**src/rtl/ifetch_tlb_pkg.sv**
```systemverilog
package ifetch_tlb_pkg;
   typedef enum logic [1:0] {
      MODE_KERN = 2'd0,
      MODE_EXEC = 2'd1,
      MODE_SUPV = 2'd2,
      MODE_USER = 2'd3
   } fetch_mode_e;

   // number of low page bits ignored for a given hint
   function automatic int unsigned gh_drop(input logic [1:0] gh, input int unsigned step);
      return int'(gh) * step;
   endfunction
endpackage

```
**src/rtl/ifetch_tlb_entry.sv**
```systemverilog
module ifetch_tlb_entry #(
   parameter int unsigned VPN_W   = 35,
   parameter int unsigned PFN_W   = 31,
   parameter int unsigned ASN_W   = 8,
   parameter int unsigned GH_STEP = 3
) (
   input  logic             clk,
   input  logic             rst_n,
   input  logic             wr_i,
   input  logic             inv_all_i,
   input  logic             inv_proc_i,
   input  logic             inv_one_i,
   input  logic [VPN_W-1:0] inv_vpn_i,
   input  logic [ASN_W-1:0] cur_asn_i,
   input  logic [VPN_W-1:0] new_vpn_i,
   input  logic             new_glob_i,
   input  logic [1:0]       new_gh_i,
   input  logic [3:0]       new_re_i,
   input  logic [PFN_W-1:0] new_pfn_i,
   input  logic [VPN_W-1:0] lk_vpn_i,
   output logic             valid_o,
   output logic             lk_match_o,
   output logic [1:0]       gh_o,
   output logic [3:0]       re_o,
   output logic [PFN_W-1:0] pfn_o
);
   import ifetch_tlb_pkg::*;

   logic             valid_q;
   logic [VPN_W-1:0] vpn_q;
   logic [ASN_W-1:0] asn_q;
   logic             glob_q;
   logic [1:0]       gh_q;
   logic [3:0]       re_q;
   logic [PFN_W-1:0] pfn_q;

   logic [VPN_W-1:0] keep_m;
   logic             owner_ok;
   logic             inv_hit;

   always_comb begin
      keep_m     = {VPN_W{1'b1}} << gh_drop(gh_q, GH_STEP);
      owner_ok   = glob_q || (asn_q == cur_asn_i);
      lk_match_o = valid_q && owner_ok && ((lk_vpn_i & keep_m) == (vpn_q & keep_m));
      inv_hit    = inv_one_i && owner_ok && ((inv_vpn_i & keep_m) == (vpn_q & keep_m));
   end

   always_ff @(posedge clk or negedge rst_n) begin
      if (!rst_n) begin
         valid_q <= 1'b0;
         vpn_q   <= '0;
         asn_q   <= '0;
         glob_q  <= 1'b0;
         gh_q    <= '0;
         re_q    <= '0;
         pfn_q   <= '0;
      end else if (inv_all_i) begin
         valid_q <= 1'b0;
      end else if (wr_i) begin
         valid_q <= 1'b1;
         vpn_q   <= new_vpn_i;
         asn_q   <= cur_asn_i;
         glob_q  <= new_glob_i;
         gh_q    <= new_gh_i;
         re_q    <= new_re_i;
         pfn_q   <= new_pfn_i;
      end else if ((inv_proc_i && !glob_q) || inv_hit) begin
         valid_q <= 1'b0;
      end
   end

   assign valid_o = valid_q;
   assign gh_o    = gh_q;
   assign re_o    = re_q;
   assign pfn_o   = pfn_q;

   assert_all_kill_R6: assert property (@(posedge clk) disable iff (!rst_n)
      inv_all_i |=> !valid_q);
   assert_fill_R2: assert property (@(posedge clk) disable iff (!rst_n)
      (wr_i && !inv_all_i) |=> valid_q);
   assert_proc_kill_R7: assert property (@(posedge clk) disable iff (!rst_n)
      (inv_proc_i && !wr_i && !glob_q) |=> !valid_q);
   assert_proc_keep_R7: assert property (@(posedge clk) disable iff (!rst_n)
      (inv_proc_i && !inv_one_i && !inv_all_i && valid_q && glob_q) |=> valid_q);
endmodule

```
**src/rtl/ifetch_tlb_alloc.sv**
```systemverilog
module ifetch_tlb_alloc #(
   parameter int unsigned NUM_ENT = 16,
   localparam int unsigned PTR_W  = $clog2(NUM_ENT)
) (
   input  logic               clk,
   input  logic               rst_n,
   input  logic               alloc_i,
   input  logic               clr_i,
   output logic [NUM_ENT-1:0] wr_sel_o
);
   logic [PTR_W-1:0] ptr_q;
   logic [PTR_W-1:0] ptr_nx;

   assign ptr_nx = (ptr_q == PTR_W'(NUM_ENT - 1)) ? '0 : ptr_q + 1'b1;

   always_ff @(posedge clk or negedge rst_n) begin
      if (!rst_n)       ptr_q <= '0;
      else if (clr_i)   ptr_q <= '0;
      else if (alloc_i) ptr_q <= ptr_nx;
   end

   for (genvar i = 0; i < NUM_ENT; i++) begin : g_dec
      assign wr_sel_o[i] = alloc_i && !clr_i && (ptr_q == PTR_W'(i));
   end

   assert_ptr_home_R6: assert property (@(posedge clk) disable iff (!rst_n)
      clr_i |=> (ptr_q == '0));
   assert_ptr_step_R2: assert property (@(posedge clk) disable iff (!rst_n)
      (alloc_i && !clr_i) |=>
         (ptr_q == (($past(ptr_q) == PTR_W'(NUM_ENT - 1)) ? '0 : $past(ptr_q) + 1'b1)));
   assert_ptr_hold_R2: assert property (@(posedge clk) disable iff (!rst_n)
      (!alloc_i && !clr_i) |=> $stable(ptr_q));
endmodule

```
**src/rtl/ifetch_tlb_hitsel.sv**
```systemverilog
module ifetch_tlb_hitsel #(
   parameter int unsigned NUM_ENT       = 16,
   parameter bit          PRIORITY_PICK = 1'b1
) (
   input  logic [NUM_ENT-1:0] match_i,
   output logic [NUM_ENT-1:0] sel_o,
   output logic               hit_o
);
   assign hit_o = |match_i;

   if (PRIORITY_PICK) begin : g_prio
      always_comb begin
         logic found;
         found = 1'b0;
         sel_o = '0;
         for (int i = 0; i < NUM_ENT; i++) begin
            if (match_i[i] && !found) begin
               sel_o[i] = 1'b1;
               found    = 1'b1;
            end
         end
      end
   end else begin : g_flat
      assign sel_o = match_i;
   end
endmodule

```
**src/rtl/ifetch_tlb.sv**
```systemverilog
module ifetch_tlb #(
   parameter int unsigned NUM_ENT       = 16,
   parameter int unsigned VPN_W         = 35,
   parameter int unsigned PFN_W         = 31,
   parameter int unsigned ASN_W         = 8,
   parameter int unsigned GH_STEP       = 3,
   parameter bit          PRIORITY_PICK = 1'b1,
   localparam int unsigned PTE_W        = PFN_W + 7
) (
   input  logic             clk,
   input  logic             rst_n,
   input  logic             tag_wr_en,
   input  logic [VPN_W-1:0] tag_wr_vpn,
   input  logic             pte_wr_en,
   input  logic [PTE_W-1:0] pte_wr_data,
   input  logic [ASN_W-1:0] cur_asn,
   input  logic [1:0]       cur_mode,
   input  logic             inv_all,
   input  logic             inv_proc,
   input  logic             inv_one,
   input  logic [VPN_W-1:0] inv_vpn,
   input  logic [VPN_W-1:0] lk_vpn,
   output logic             lk_hit,
   output logic [PFN_W-1:0] lk_pfn,
   output logic             lk_rd_ok
);
   import ifetch_tlb_pkg::*;

   localparam int unsigned PFN_LSB = 7;
   localparam int unsigned RE_LSB  = 3;
   localparam int unsigned GLB_BIT = 2;

   if (NUM_ENT < 2) begin : g_bad_ent
      $fatal(1, "NUM_ENT must be at least 2");
   end
   if (3 * GH_STEP >= PFN_W || PFN_W > VPN_W) begin : g_bad_w
      $fatal(1, "granularity span must fit inside the frame and page widths");
   end

   logic [VPN_W-1:0]   tag_q;
   logic [NUM_ENT-1:0] wr_sel, match_v, sel_v, valid_v;
   logic [1:0]         gh_a  [NUM_ENT];
   logic [3:0]         re_a  [NUM_ENT];
   logic [PFN_W-1:0]   pfn_a [NUM_ENT];

   always_ff @(posedge clk or negedge rst_n) begin
      if (!rst_n)         tag_q <= '0;
      else if (tag_wr_en) tag_q <= tag_wr_vpn;
   end

   ifetch_tlb_alloc #(.NUM_ENT(NUM_ENT)) u_alloc (
      .clk(clk), .rst_n(rst_n), .alloc_i(pte_wr_en), .clr_i(inv_all), .wr_sel_o(wr_sel)
   );

   for (genvar i = 0; i < NUM_ENT; i++) begin : g_ent
      ifetch_tlb_entry #(
         .VPN_W(VPN_W), .PFN_W(PFN_W), .ASN_W(ASN_W), .GH_STEP(GH_STEP)
      ) u_ent (
         .clk        (clk),
         .rst_n      (rst_n),
         .wr_i       (wr_sel[i]),
         .inv_all_i  (inv_all),
         .inv_proc_i (inv_proc),
         .inv_one_i  (inv_one),
         .inv_vpn_i  (inv_vpn),
         .cur_asn_i  (cur_asn),
         .new_vpn_i  (tag_q),
         .new_glob_i (pte_wr_data[GLB_BIT]),
         .new_gh_i   (pte_wr_data[1:0]),
         .new_re_i   (pte_wr_data[RE_LSB +: 4]),
         .new_pfn_i  (pte_wr_data[PFN_LSB +: PFN_W]),
         .lk_vpn_i   (lk_vpn),
         .valid_o    (valid_v[i]),
         .lk_match_o (match_v[i]),
         .gh_o       (gh_a[i]),
         .re_o       (re_a[i]),
         .pfn_o      (pfn_a[i])
      );
   end

   ifetch_tlb_hitsel #(.NUM_ENT(NUM_ENT), .PRIORITY_PICK(PRIORITY_PICK)) u_sel (
      .match_i(match_v), .sel_o(sel_v), .hit_o(lk_hit)
   );

   logic [1:0]       sel_gh;
   logic [3:0]       sel_re;
   logic [PFN_W-1:0] sel_pfn, pmask;

   always_comb begin
      sel_gh  = '0;
      sel_re  = '0;
      sel_pfn = '0;
      for (int i = 0; i < NUM_ENT; i++) begin
         sel_gh  = sel_gh  | ({2{sel_v[i]}} & gh_a[i]);
         sel_re  = sel_re  | ({4{sel_v[i]}} & re_a[i]);
         sel_pfn = sel_pfn | ({PFN_W{sel_v[i]}} & pfn_a[i]);
      end
      pmask    = {PFN_W{1'b1}} << gh_drop(sel_gh, GH_STEP);
      lk_pfn   = lk_hit ? ((sel_pfn & pmask) | (lk_vpn[PFN_W-1:0] & ~pmask)) : '0;
      lk_rd_ok = lk_hit && sel_re[cur_mode];
   end

   assert_sel_onehot_R2: assert property (@(posedge clk) disable iff (!rst_n)
      $onehot0(wr_sel));
   assert_hit_valid_R3: assert property (@(posedge clk) disable iff (!rst_n)
      lk_hit |-> (valid_v != '0));
   assert_miss_quiet_R4: assert property (@(posedge clk) disable iff (!rst_n)
      !lk_hit |-> (lk_pfn == '0 && !lk_rd_ok));
   assert_flush_empty_R6: assert property (@(posedge clk) disable iff (!rst_n)
      inv_all |=> (valid_v == '0));
endmodule

```
**config.mk**
```make
export PLATFORM = sky130hd
export DESIGN_NAME = ifetch_tlb
export DESIGN_NICKNAME = d
export VERILOG_FILES = /design/src/rtl/ifetch_tlb_pkg.sv /design/src/rtl/ifetch_tlb_entry.sv /design/src/rtl/ifetch_tlb_alloc.sv /design/src/rtl/ifetch_tlb_hitsel.sv /design/src/rtl/ifetch_tlb.sv
export SDC_FILE = /design/constraint.sdc
export NUM_CORES = 2
export LEC_CHECK = 0
export BUFFER_PORTS_ARGS = -buffer_cell sky130_fd_sc_hd__buf_4
export CELL_PAD_IN_SITES_DETAIL_PLACEMENT = 1
export CELL_PAD_IN_SITES_GLOBAL_PLACEMENT = 1
export CORE_MARGIN = 2
export CORE_UTILIZATION = 56
export DETAILED_ROUTE_END_ITERATION = 7
export PLACE_DENSITY_LB_ADDON = 0.1
export SYNTH_ARGS = -nofsm -noshare
export SYNTH_HDL_FRONTEND = slang
export SYNTH_SLANG_ARGS = --single-unit
```
**constraint.sdc**
```tcl
create_clock -name clk -period 5.2 [get_ports clk]
set_input_delay 0.26 -clock clk [delete_from_list [all_inputs] [get_ports clk]]
set_output_delay 0.26 -clock clk [all_outputs]
set_load 0.05 [all_outputs]
```
### Word level (Yosys, flattened, before mapping)

Cells that the tools add are included.

* logic and storage cells: 655
* output and inout bits: 33
* flip-flop bits (word level): 1351

* magnitude comparators: 1
* $mul: 17
* equality and inequality tests: 63
* multiplexer cells: 84
* $add $sub $neg: 1
* bitwise gates (word level): 146
* shift operators: 17
* reductions and logical operators: 212

Operators by type and width (number)
* $and A35 B35 Y35: 48
* $eq A35 B35 Y1: 32
* $shl A35 B4 Y35 const A: 16
* $and A31 B31 Y31: 18
* $or A31 B31 Y31: 16
* $eq A8 B8 Y1: 16
* $logic_and A1 B1 Y1: 113
* $mux W1: 79
* $mul A2 B2 Y4 const B: 17
* $and A4 B4 Y4: 16
* $or A4 B4 Y4: 15
* $reduce_bool A3 Y1: 16
* $and A2 B2 Y2: 16
* $eq A4 B4 Y1 const B: 8
* $logic_not A1 Y1: 32
* $logic_or A1 B1 Y1: 32
* $reduce_and A2 Y1: 16
* $mux W31: 1
* $not A31 Y31: 1
* $shl A31 B4 Y31 const A: 1
* $or A2 B2 Y2: 15
* $eq A4 B3 Y1 const B: 4
* $reduce_or A16 Y1: 1
* $mux W4: 3
* other kinds (8): 9

### Logic depth before layout (Yosys ltp)

* depth after elaboration: 59
* depth in mapped cells: 16
* mapped depth without buffers: 11

### Modules after synthesis

From an unflattened synthesis, not the netlist that was laid out.

* cells, all modules: 5405
* area, all modules: 68750.9 um^2

Modules (own cells, without submodules)
* ifetch_tlb_entry: times used 16, area an instance 3960.0 um^2, cells an instance 298
* ifetch_tlb: times used 1, area an instance 4782.1 um^2, cells an instance 553
* ifetch_tlb_alloc: times used 1, area an instance 392.9 um^2, cells an instance 54
* ifetch_tlb_hitsel: times used 1, area an instance 215.2 um^2, cells an instance 30

### Worst setup path after synthesis

No wires, ideal clock.

* path kind: input port to output port
* start: input cur_asn[1]
* end: output lk_pfn[3]
* arrival: 4.006 ns
* path slack: 0.934 ns
* cell stages on the path: 14
* cell sequence: buf_2 -> buf_4 -> xor2_1 -> nor4_1 -> a41o_1 -> and4_1 -> o2bb2ai_1 -> or4b_1 -> nor4bb_1 -> buf_6 -> a22oi_1 -> and4_1 -> buf_2 -> o21ai_0

* cells in the longest elaborated chain, start to end: 58
* elaborated cells between the ends (all ways): 194
* classes of those cells: 1 x mul; 16 x eq/ne; 1 x shift; 31 x mux; 66 x bitwise; 79 x reduce/logical

RTL lines
* from (decl): line ifetch_tlb.sv:16 `input logic [ASN_W-1:0] cur_asn,`
* $eq A8 B8 Y1: line ifetch_tlb_entry.sv:43 `owner_ok = glob_q || (asn_q == cur_asn_i);`
* $logic_or A1 B1 Y1: line ifetch_tlb_entry.sv:43
* $logic_and A1 B1 Y1 (2 in series): line ifetch_tlb_entry.sv:44 `lk_match_o = valid_q && owner_ok && ((lk_vpn_i & keep_m) == (vpn_q & keep_m));`
* $mux W1: line ifetch_tlb_hitsel.sv:17 `if (match_i[i] && !found) begin`
* $logic_not A1 Y1: line ifetch_tlb_hitsel.sv:17
* $logic_and A1 B1 Y1: line ifetch_tlb_hitsel.sv:17
* $mux W1: line ifetch_tlb_hitsel.sv:17
* $logic_not A1 Y1: line ifetch_tlb_hitsel.sv:17
* (+41 left out)
* $and A2 B2 Y2: line ifetch_tlb.sv:94 `sel_gh = sel_gh | ({2{sel_v[i]}} & gh_a[i]);`
* $or A2 B2 Y2: line ifetch_tlb.sv:94
* $mul A2 B2 Y4: line ifetch_tlb_pkg.sv:11 `return int'(gh) * step;`
* $shl A31 B4 Y31: line ifetch_tlb.sv:98 `pmask = {PFN_W{1'b1}} << gh_drop(sel_gh, GH_STEP);`
* $not A31 Y31: line ifetch_tlb.sv:99 `lk_pfn = lk_hit ? ((sel_pfn & pmask) | (lk_vpn[PFN_W-1:0] & ~pmask)) : '0;`
* $and A31 B31 Y31: line ifetch_tlb.sv:99
* $or A31 B31 Y31: line ifetch_tlb.sv:99
* $mux W31 (*): line ifetch_tlb.sv:99
* to (decl): line ifetch_tlb.sv:24 `output logic [PFN_W-1:0] lk_pfn,`

Mark *: on every way between the ends. The rest lies on a longest branch, timed or not.

### Worst setup path in the final report

* start: input cur_asn[7]
* end: output lk_pfn[7]

Same word-level chain as after synthesis.

==> flow_summary.toml <==
[sta]
final_min_period_ns = 5.19
clock-skew-final_ns = 0.0435
setup-violations-final = 0
grt_setup_unrepaired = "true"
final_hold_viol_count = 0
max_clock_freq_mhz = 193
timing.final.max_slew_violations = 0
worst_slew_margin_rel_pct = 2.37
post-route-worst-setup-slack_ns = 0.0129
final_min_period_over_clock_period_pct = 99.8
tightest_slew_ns = 1.46

[clocking]
clk-insertion-delay-late_ns = 0.84
clock_tree.root_cell = "sky130_fd_sc_hd__clkbuf_16"
clock_tree_from_tritoncts = "yes"
htree_num_levels = 4
worst_setup_hold_path_clk_slew_ns = 0.05
cts-root-to-sink-buffers = 3
tritoncts.num_buffers = 149
clock_sinks = 1351

[synth]
synth_simple_gate_area_share_pct = 5.38
synthArstFlopShare_pct = 100
synth_compound_gate_area_share_pct = 6.52
synth_sequential_area_ratio_pct = 48.7
synth_edf_count = 0
yosys-top-cells-count = "sky130_fd_sc_hd__dfrtp_1, sky130_fd_sc_hd__mux2_2, sky130_fd_sc_hd__xnor2_1"
synth_top_family_by_area = "multiplexers"
synthesis.yosys.warnings = 0
avgSynthCellArea_um2 = 12.3
synth_seq_cells = 1351
synth.distinct_cells = 82
yosys.area_share.xor_xnor_pct = 14.8
muxShareOfSynthArea_pct = 21.5
ys_top_cells_by_area = "sky130_fd_sc_hd__dfrtp_1, sky130_fd_sc_hd__mux2_2, sky130_fd_sc_hd__xnor2_1"
synthesis.area_mm2 = 0.0694
cell_type_with_the_highest_aggregate_area_in_the_netlist = "sky130_fd_sc_hd__dfrtp_1"
mappedNetlistNets = 5792
synth.most_common_cell = "sky130_fd_sc_hd__dfrtp_1"
share_of_synthesized_cell_area_in_full_adder_half_adder_and_majority_cells_pct = 0.0721
yosysTopAreaCellShare_pct = 48.7
synthFlopType = "sky130_fd_sc_hd__dfrtp_1"
synth_cells = 5628

[power]
pwr_density_cell_mw_per_mm2 = 337
total_leakage_power_nw = 36.6
clockPowerShare_pct = 39.9
comb_power_share_pct = 14.1
switching_power_w = 0.00781
netSwitchingFraction_pct = 29.1
seqPwrFrac_pct = 46.1
internal-power_w = 0.0190
worst_ir_drop_vdd_uv = 342

[finish]
area_growth_syn_to_layout_pct = 14.8
finalNonFillerCells = 7603
proportion_of_layout_cells_with_a_drive_suffix_above_1_pct = 35.5
fillers = 11900
nets = 6011

[global_routing]
global_route_wire_length_before_repair_um = 392000
grt_max_degree = 188
grt_remaining_overflow = 0
gr-usage-all-layers_pct = 42.8
via_count_of_the_first_global_routing_pass = 55300
grt_antenna_before_repair = 23

[setup_path]
timing.setup.critical_path_class = "input pin to primary output"
arrival_ns = 4.93
worst_setup_path_end_kind = "primary output"
worst_ep_required_time_ns = 4.94
worst_setup_path_start_kind = "input pin"
critPathMaxFanout = 12

[floorplan]
initial_core_util_pct = 56.3
io-pin-count = 193
placementRows = 129
core_region_area_mm2 = 0.123
die_h_um = 356
die_area_mm2 = 0.127
fp.dieW_um = 356

[place]
gp_routability_congestion = 0.984
placed_cells = 7228
dpl.hpwl_um = 172000
dp_worst_setup_slack_ns = -0.141
io_buffer_count = 192

[drt]
detailed_routing_iterations_pass_1 = 7
viasPerCell = 6.80
wire_per_inst_um = 35.6
drt-total-wl_um = 271000
route.antenna.remaining_nets = 0
drcViolationCount = 0
vias = 51700
first_iter_violations = 5197

[run_status]
run_status = "finished, final reports clean"

[flow_run]
maxCapViolCount = 0

[min_path]
hold_path.class = "input pin to async pin"
-- worst paths after layout --
kind | startpoint | end | slack [ns] | depth (start not counted)
min in group clk | cur_asn[5] | g_ent[14].u_ent.asn_q[5]$_DFFE_PN0P_ | 0.04 | 3
max in group asynchronous | rst_n | g_ent[14].u_ent.pfn_o[20]$_DFFE_PN0P_ | 3.48 | 3
min | rst_n | g_ent[5].u_ent.vpn_q[34]$_DFFE_PN0P_ | 0.04 | 2
max | cur_asn[7] | lk_pfn[7] | 0.01 | 17
min reg2reg | g_ent[10].u_ent.pfn_o[19]$_DFFE_PN0P_ | g_ent[10].u_ent.pfn_o[19]$_DFFE_PN0P_ | 0.51 | 1
max reg2reg | g_ent[13].u_ent.vpn_q[12]$_DFFE_PN0P_ | g_ent[13].u_ent.valid_o$_DFFE_PN0P_ | 1.87 | 7
-- power groups by stage --
| stage | clock network, W | logic [W] | registers (W) |
|---|---|---|---|
| finish | 0.0107 | 0.00377 | 0.0123 |
| global route | 0.0112 | 0.00394 | 0.0124 |
| CTS | 0.0107 | 0.00362 | 0.0123 |
| detailed placement | 0 | 0.00348 | 0.0125 |
| global placement | 0 | 0.00337 | 0.0124 |
| floorplan | 0 | 0.00220 | 0.0121 |
-- registers in the layout, summed over array words and instances (netlist names) --
name,count
g_ent.u_ent.valid_o,16
g_ent.u_ent.pfn_o,496
g_ent.u_ent.glob_q,16
g_ent.u_ent.re_o,64
g_ent.u_ent.gh_o,32
g_ent.u_ent.asn_q,128
u_alloc.ptr_q,4
g_ent.u_ent.vpn_q,560
tag_q,35
-- cell usage in the layout, fill, tap and decap left out, types with 23 or more instances in the layout --
cell type | Yosys | layout
sky130_fd_sc_hd__xor2_1 | 496 | 495
sky130_fd_sc_hd__dfrtp_1 | 1351 | 1345
sky130_fd_sc_hd__nand4_1 | 170 | 170
sky130_fd_sc_hd__nor4_2 | 0 | 25
sky130_fd_sc_hd__xnor2_1 | 675 | 673
sky130_fd_sc_hd__a22oi_1 | 154 | 153
sky130_fd_sc_hd__a2111oi_0 | 26 | 23
sky130_fd_sc_hd__a21oi_1 | 62 | 54
sky130_fd_sc_hd__nand3_1 | 34 | 30
sky130_fd_sc_hd__a22o_1 | 24 | 24
sky130_fd_sc_hd__buf_12 | 0 | 32
sky130_fd_sc_hd__dlygate4sd3_1 | 0 | 87
sky130_fd_sc_hd__a221oi_1 | 37 | 35
sky130_fd_sc_hd__inv_1 | 49 | 49
sky130_fd_sc_hd__nor4_1 | 138 | 112
sky130_fd_sc_hd__a211o_1 | 24 | 24
sky130_fd_sc_hd__clkinv_2 | 0 | 28
sky130_fd_sc_hd__a222oi_1 | 30 | 30
sky130_fd_sc_hd__clkbuf_16 | 0 | 151
sky130_fd_sc_hd__buf_4 | 13 | 404
sky130_fd_sc_hd__nor2_1 | 89 | 76
sky130_fd_sc_hd__nand2_1 | 96 | 95
sky130_fd_sc_hd__nand2b_1 | 36 | 35
sky130_fd_sc_hd__mux2_2 | 1313 | 1315
sky130_fd_sc_hd__o21ai_0 | 44 | 44
sky130_fd_sc_hd__a31oi_1 | 36 | 35
sky130_fd_sc_hd__clkbuf_8 | 0 | 30
sky130_fd_sc_hd__clkbuf_1 | 328 | 35
-- cell type report --
cell class	instances	area [µm²]	share of cell area [%]
Sequential cell	1351	33800	42.4
Timing Repair Buffer	536	4720	5.93
Tap cell	1637	2050	2.57
Inverter	52	195	0.245
Clock buffer	216	4320	5.43
Antenna cell	4	10.0	0.0126
Multi-Input combinational cell	3757	34000	42.7
Clock inverter	50	519	0.652
-- worst max-delay path, cell delays in order --
cell	delay [ns]
sky130_fd_sc_hd__dlygate4sd3_1	0.57
sky130_fd_sc_hd__buf_6	0.17
sky130_fd_sc_hd__buf_4	0.18
sky130_fd_sc_hd__buf_4	0.19
sky130_fd_sc_hd__xor2_1	0.18
sky130_fd_sc_hd__nor4_1	0.46
sky130_fd_sc_hd__a41o_1	0.35
sky130_fd_sc_hd__nand3_1	0.30
sky130_fd_sc_hd__o2bb2ai_4	0.37
sky130_fd_sc_hd__or4b_1	0.23
sky130_fd_sc_hd__nor2_1	0.10
sky130_fd_sc_hd__a222oi_1	0.36
sky130_fd_sc_hd__nor4b_4	0.42
sky130_fd_sc_hd__nor2_4	0.07
sky130_fd_sc_hd__buf_4	0.16
sky130_fd_sc_hd__mux2_1	0.34
sky130_fd_sc_hd__buf_6	0.18
-- per-layer routing --
metal / GRT usage [%] / vias up / wire length (µm)
met2: 63.2 / 2937 / 119000
met5: 0 / - / 167
met3: 11.9 / 962 / 28500
met4: 26.5 / 26 / 18800
li1: - / 20500 / -
met1: 56.0 / 27200 / 105000
-- through the flow --
| stage | util (%) | power [W] | setup TNS [ns] | area [µm²] | hold slack (ns) |
|---|---|---|---|---|---|
| after global routing | 64.6 | 0.0275 | -0.0299 | 79700 | 0.0271 |
| after floorplan | - | 0.0143 | 0 | 69400 | -0.0356 |
| final | 64.6 | 0.0268 | 0 | 79700 | 0.0380 |
| after CTS | 64.4 | 0.0267 | 0 | 79400 | 0.00295 |
| after global placement | 59.5 | 0.0158 | -0.815 | 73400 | 0.278 |
| after detailed placement | 59.5 | 0.0159 | -0.341 | 73400 | 0.282 |
-- kinds of logic (layout without fill, tap and decap cells) --
group / Yosys count / after routing
fa+ha+maj: 4 / 4
mux: 1322 / 1322
other cells: 0 / 4
xor+xnor: 1171 / 1171
buf+inv: 521 / 854
flops: 1351 / 1351
compound gates: 593 / 593
simple gates: 666 / 667
-- timing repair --
item	4_1_cts	5_1_grt
gates cloned	0	1
hold buffers	87	0
setup endpoints to repair	32	32
pin swaps	14	17
gates resized for setup	44	47
hold endpoints to repair	812	0
buffers inserted	7	10
Power figures use the tool's default switching activity.
